--- config.mk ---
export PLATFORM = sky130hd
export DESIGN_NAME = secret_vault
export DESIGN_NICKNAME = d
export VERILOG_FILES = /design/src/rtl/secret_vault_pkg.sv /design/src/rtl/svlt_addr_dec.sv /design/src/rtl/svlt_lut_bit.sv /design/src/rtl/secret_vault.sv
export SDC_FILE = /design/constraint.sdc
export NUM_CORES = 1
export LEC_CHECK = 0
export ABC_AREA = 1
export CAP_MARGIN = 20
export CORE_MARGIN = 3
export CORE_UTILIZATION = 61
export CTS_CLUSTER_SIZE = 14
export DETAILED_ROUTE_END_ITERATION = 8
export DONT_BUFFER_PORTS = 1
export PLACE_DENSITY = 0.85
export SETUP_SLACK_MARGIN = 0.5
export SLEW_MARGIN = 20
export SYNTH_ARGS = -nofsm -noshare
export SYNTH_HDL_FRONTEND = slang
export SYNTH_HIERARCHICAL = 1
export SYNTH_SLANG_ARGS = --single-unit
--- constraint.sdc ---
create_clock -name clk_i -period 3.9 [get_ports clk_i]
set_clock_uncertainty 0.05 [all_clocks]
set_input_delay 0.39 -clock clk_i [delete_from_list [all_inputs] [get_ports clk_i]]
set_output_delay 0.39 -clock clk_i [all_outputs]
set_load 0.05 [all_outputs]
--- src/rtl/secret_vault_pkg.sv ---
package secret_vault_pkg;

    // Classification of the access presented in the current cycle.
    typedef enum logic [1:0] {
        ACC_IDLE   = 2'd0,
        ACC_GRANT  = 2'd1,
        ACC_REFUSE = 2'd2
    } acc_kind_e;

endpackage

--- src/rtl/svlt_addr_dec.sv ---
module svlt_addr_dec
    import secret_vault_pkg::*;
#(
    parameter int unsigned ADDR_W    = 8,
    parameter int unsigned NUM_WORDS = 8,
    parameter logic [ADDR_W-1:0] BASE_ADDR = 8'h10,
    localparam int unsigned IDX_W    = (NUM_WORDS > 1) ? $clog2(NUM_WORDS) : 1
) (
    input  logic              cs_i,
    input  logic              wr_en_i,
    input  logic              sys_mode_i,
    input  logic [ADDR_W-1:0] addr_i,
    output acc_kind_e         kind_o,
    output logic [IDX_W-1:0]  idx_o
);

    localparam int unsigned SPAN_W = ADDR_W + 1;

    logic [SPAN_W-1:0] offset;
    logic              in_window;

    always_comb begin
        offset    = {1'b0, addr_i} - {1'b0, BASE_ADDR};
        in_window = (addr_i >= BASE_ADDR) &&
                    (offset < SPAN_W'(NUM_WORDS));
        idx_o     = offset[IDX_W-1:0];
        if (!cs_i) begin
            kind_o = ACC_IDLE;
        end else if (wr_en_i || sys_mode_i || !in_window) begin
            kind_o = ACC_REFUSE;
        end else begin
            kind_o = ACC_GRANT;
        end
    end

endmodule

--- src/rtl/svlt_lut_bit.sv ---
module svlt_lut_bit #(
    parameter int unsigned NUM_WORDS = 8,
    localparam int unsigned IDX_W    = (NUM_WORDS > 1) ? $clog2(NUM_WORDS) : 1,
    localparam int unsigned TBL_N    = 1 << (IDX_W + 1)
) (
    input  logic [NUM_WORDS-1:0] column_i,  // this bit lane of every word
    input  logic                 used_i,    // top lookup address bit
    input  logic [IDX_W-1:0]     idx_i,
    output logic                 bit_o
);

    logic [TBL_N-1:0] table_v;

    always_comb begin
        table_v = '0;                         // upper half stays zero
        table_v[NUM_WORDS-1:0] = column_i;
        bit_o = table_v[{used_i, idx_i}];
    end

endmodule

--- src/rtl/secret_vault.sv ---
module secret_vault
    import secret_vault_pkg::*;
#(
    parameter int unsigned ADDR_W    = 8,
    parameter int unsigned DATA_W    = 32,
    parameter int unsigned NUM_WORDS = 8,
    parameter logic [ADDR_W-1:0] BASE_ADDR = 8'h10,
    parameter logic [NUM_WORDS*DATA_W-1:0] SECRET = {NUM_WORDS{32'h5AC3_96E1}}
) (
    input  logic              clk_i,
    input  logic              rst_ni,
    input  logic              cs_i,
    input  logic              wr_en_i,
    input  logic [ADDR_W-1:0] addr_i,
    input  logic              sys_mode_i,
    output logic [DATA_W-1:0] rdata_o
);

    localparam int unsigned IDX_W = (NUM_WORDS > 1) ? $clog2(NUM_WORDS) : 1;

    typedef struct packed {
        logic [NUM_WORDS-1:0] used;
        logic [DATA_W-1:0]    rdata;
    } state_t;

    state_t state_d, state_q;

    acc_kind_e            kind;
    logic [IDX_W-1:0]     idx;
    logic [NUM_WORDS-1:0] used_q;
    logic                 used_sel;
    logic [DATA_W-1:0]    lut_word;

    assign used_q = state_q.used;

    svlt_addr_dec #(
        .ADDR_W   (ADDR_W),
        .NUM_WORDS(NUM_WORDS),
        .BASE_ADDR(BASE_ADDR)
    ) u_dec (
        .cs_i      (cs_i),
        .wr_en_i   (wr_en_i),
        .sys_mode_i(sys_mode_i),
        .addr_i    (addr_i),
        .kind_o    (kind),
        .idx_o     (idx)
    );

    always_comb begin
        used_sel = 1'b1;
        for (int w = 0; w < NUM_WORDS; w++) begin
            if (idx == IDX_W'(w)) used_sel = used_q[w];
        end
    end

    for (genvar b = 0; b < DATA_W; b++) begin : g_lane
        logic [NUM_WORDS-1:0] column;
        for (genvar w = 0; w < NUM_WORDS; w++) begin : g_word
            assign column[w] = SECRET[w*DATA_W + b];
        end
        svlt_lut_bit #(
            .NUM_WORDS(NUM_WORDS)
        ) u_lut (
            .column_i(column),
            .used_i  (used_sel),
            .idx_i   (idx),
            .bit_o   (lut_word[b])
        );
    end

    always_comb begin
        state_d       = state_q;
        state_d.rdata = '0;
        if (kind == ACC_GRANT) begin
            state_d.rdata = lut_word;
            for (int w = 0; w < NUM_WORDS; w++) begin
                if (idx == IDX_W'(w)) state_d.used[w] = 1'b1;
            end
        end
    end

    always_ff @(posedge clk_i) begin
        if (!rst_ni) begin
            state_q <= '0;
        end else begin
            state_q <= state_d;
        end
    end

    assign rdata_o = state_q.rdata;

endmodule

==> impl_metrics.tcl <==
set metrics [dict create \
    cts_tree "done" \
    final_net_count 1343 \
    synth_cells 1075 \
    grt_max_degree 169 \
    final_core_utilization 0.784 \
    synth_seq_cells 40 \
    multiInputGateArea_sq_mm 0.00360 \
    fillCellCount 757 \
    setup-tns-final_ps 0 \
    synth-compound-area-share 0.00924 \
    setup_slack_at_placement_ps 1730 \
    cts_resized 0 \
    synth.top_cells.by_count "sky130_fd_sc_hd__inv_1 (366), sky130_fd_sc_hd__nand2_1 (330), sky130_fd_sc_hd__nand3_1 (167)" \
    totalWireLength_um 9910 \
    proportion_of_synthesized_area_in_mux_cells 0 \
    floorplan.die.height_um 96.6 \
    fp.dieW_um 96.6 \
    worstMarginPinSlew_ps 730 \
    synth.most_common_cell "sky130_fd_sc_hd__inv_1" \
    grt_setup_unrepaired "no" \
    max_freq_mhz 556 \
    post_synth_fa_ha_maj_area_fraction 0.00250 \
    cts_sinks 40 \
    drt.antenna.violating_nets 0 \
    cpMostUsedCell "sky130_fd_sc_hd__inv_1" \
    power.ir.vdd_worst_mv 0.178 \
    cts_setup_buffers 0 \
    run_status "complete, no violations" \
    critical_path_peak_fanout 34 \
    timing.hold.worst.class "primary input to flip-flop" \
    ys.warnings.count 6 \
    max-clock-path-buffers 2 \
    worst_setup_path_start_kind "primary input" \
    whs_path_depth 2 \
    placeableCoreArea_sq_mm 0.00785 \
    synth_largest_type_area_fraction 0.274 \
    clkTransAtPathRegs_ps 90 \
    post-synth-top-area-cell "sky130_fd_sc_hd__inv_1" \
    layout_worst_path_cycle_share 0.461 \
    synth_sequential_area_ratio 0.160 \
    num_antenna_cells 0 \
    ctsRootBufferMaster "sky130_fd_sc_hd__clkbuf_8" \
    synth_flop_cell "sky130_fd_sc_hd__dfxtp_1" \
    post_synth_edffs 0 \
    arrival_ps 1980 \
    setup.worst_path.start "addr_i[4]" \
    share_of_async_settable_or_async_resettable_flops_after_synthesis 0 \
    floorplan.rows 32 \
    cp.required_ps 4080 \
    mapped_avg_cell_area_sq_um 4.66 \
    crit-reg2reg-launch "used_q[2]$_SDFFE_PN0P_" \
    final-seq-area_sq_um 801 \
    hold_path.startpoint "rst_ni" \
    die-area_sq_mm 0.00934 \
    grtUsageTotal 0.220 \
    start_util 0.639 \
    max_stage_delay_on_crit_path_ps 440 \
    globalRoute.totalOverflow 0 \
    mean_number_of_vias_per_cell 3.88 \
    timing.critical_path.depth 10 \
    setup_viol 0 \
    cpMaxStageDelayCell "sky130_fd_sc_hd__nand2_2" \
    worstRegToRegCells 12 \
    worst-path-buf-inv 3 \
    postLayoutSetupSlackWorst_ps 2100 \
    worst_path_dominant_cell_family "simple AND/OR/NAND/NOR gates" \
    clk_latency_worst_skew_pair_ps 310 \
    post_synth_num_cell_types 23 \
    grt_pass1_wl_um 18400 \
    grt_antenna_before_repair 0 \
    drt_iter0_markers 240 \
    critical_path_class "primary input to flip-flop" \
    power.density_cell_area_mw_per_mm2 187 \
    synthToLayoutAreaGrowth_pct 22.8 \
    synth_top_family_by_area "simple AND/OR/NAND/NOR gates" \
    number_of_slew_limit_violations_in_the_final_report 0 \
    htreeDepth 2 \
    drive_above_1_share 0.0406 \
    dpl.hpwl_um 6380 \
    boundaryPins 45 \
    cts_made_buffers 5 \
    finalWorstPathRequiredPeriod_ps 1800 \
    cts_hold_buf 0 \
    yosys.area_share.simple 0.514 \
    syn-cell-area_sq_mm 0.00501 \
    worst_slew_margin_rel 0.511 \
    wire_per_inst_um 6.92 \
    finalInstanceArea_sq_mm 0.00615 \
    synth_xor_area_frac 0 \
    leakage_power_nw 4.59 \
    timing.critical_path.cells "inv_2 -> ha_1 -> inv_1 -> nor2_2 -> nand3_2 -> nor3_2 -> inv_1 -> nor2_4 -> nand2_2 -> o21ai_0" \
    place_congestion 0.772 \
    drt_first_pass_iters 4 \
    cap_viol_max_count 0 \
    critical_path.endpoint_type "flip-flop" \
    first_global_vias 4681 \
    portBuffers 0 \
    final_hold_violation_count 0 \
    post-route-drc-count 0 \
    area_after_detailed_placement_sq_mm 0.00604 \
    yosys-top-cells-area "sky130_fd_sc_hd__inv_1 (27%), sky130_fd_sc_hd__nand2_1 (25%), sky130_fd_sc_hd__nand3_1 (17%), sky130_fd_sc_hd__dfxtp_1 (16%), sky130_fd_sc_hd__nor2_1 (7.7%)" \
    detailroute.via_count 5561 \
]
## stage by stage
| step | hold WS, ps | total power (W) | std cells |
|---|---|---|---|
| finish | 145 | 0.00115 | 1432 |
| global route | 160 | 0.00126 | 1432 |
| CTS | 140 | 0.00115 | 1432 |
| detailed placement | 400 | 0.000783 | 1424 |
| global placement | 387 | 0.000778 | 1424 |
| floorplan | 373 | 0.000785 | 1329 |
## worst paths after layout
kind | to | slack [ps]
worst min-delay path | used_q[3]$_SDFFE_PN0P_ | 140
worst max-delay path | used_q[3]$_SDFFE_PN0P_ | 2100
worst max register to register | rdata_o[13]$_SDFF_PN0_ | 2270
worst min register to register | used_q[5]$_SDFFE_PN0P_ | 420
## logic make-up after synthesis
family,Yosys count
compound gates,9
fa+ha+maj,1
buf+inv,409
flops,40
other cells,2
simple gates,614
## layout make-up
cell class                      count  share of cell area
Multi-Input combinational cell    880               0.585
Inverter                          401               0.245
Sequential cell                    40               0.130
Tap cell                          102              0.0207
Clock buffer                        5              0.0112
Clock inverter                      3             0.00752
Timing Repair Buffer                1             0.00122
## per-layer routing
metal | GRT usage | vias up | wire (um)
li1 | - | 3267 | -
met2 | 0.398 | 59 | 4720
met5 | 0 | - | 0
met4 | 0.0551 | 0 | 104
met1 | 0.268 | 2227 | 4750
met3 | 0.0368 | 8 | 334
## report_power, final
group / leakage [nW] / total (W) / internal, W / switching (W)
logic: 4.21 / 0.000376 / 0.000143 / 0.000232
clock network: 0.0548 / 0.000368 / 0.000193 / 0.000174
registers: 0.322 / 0.000409 / 0.000408 / 0.000000812
total: 4.59 / 0.00115 / 0.000745 / 0.000408
## flip-flops by register name, indices dropped and copies added (netlist names)
name / cells
rdata_o: 32
used_q: 8
## layout by cell type, fill, tap and decap left out, drive strengths merged, types with 2 or more instances in the layout
cell type,count
inv,402
nand2,332
conb,256
nand3,168
nor2,107
dfxtp,40
a21oi,7
clkbuf,5
nor3,5
nand4,2
Power figures use the tool's default switching activity.
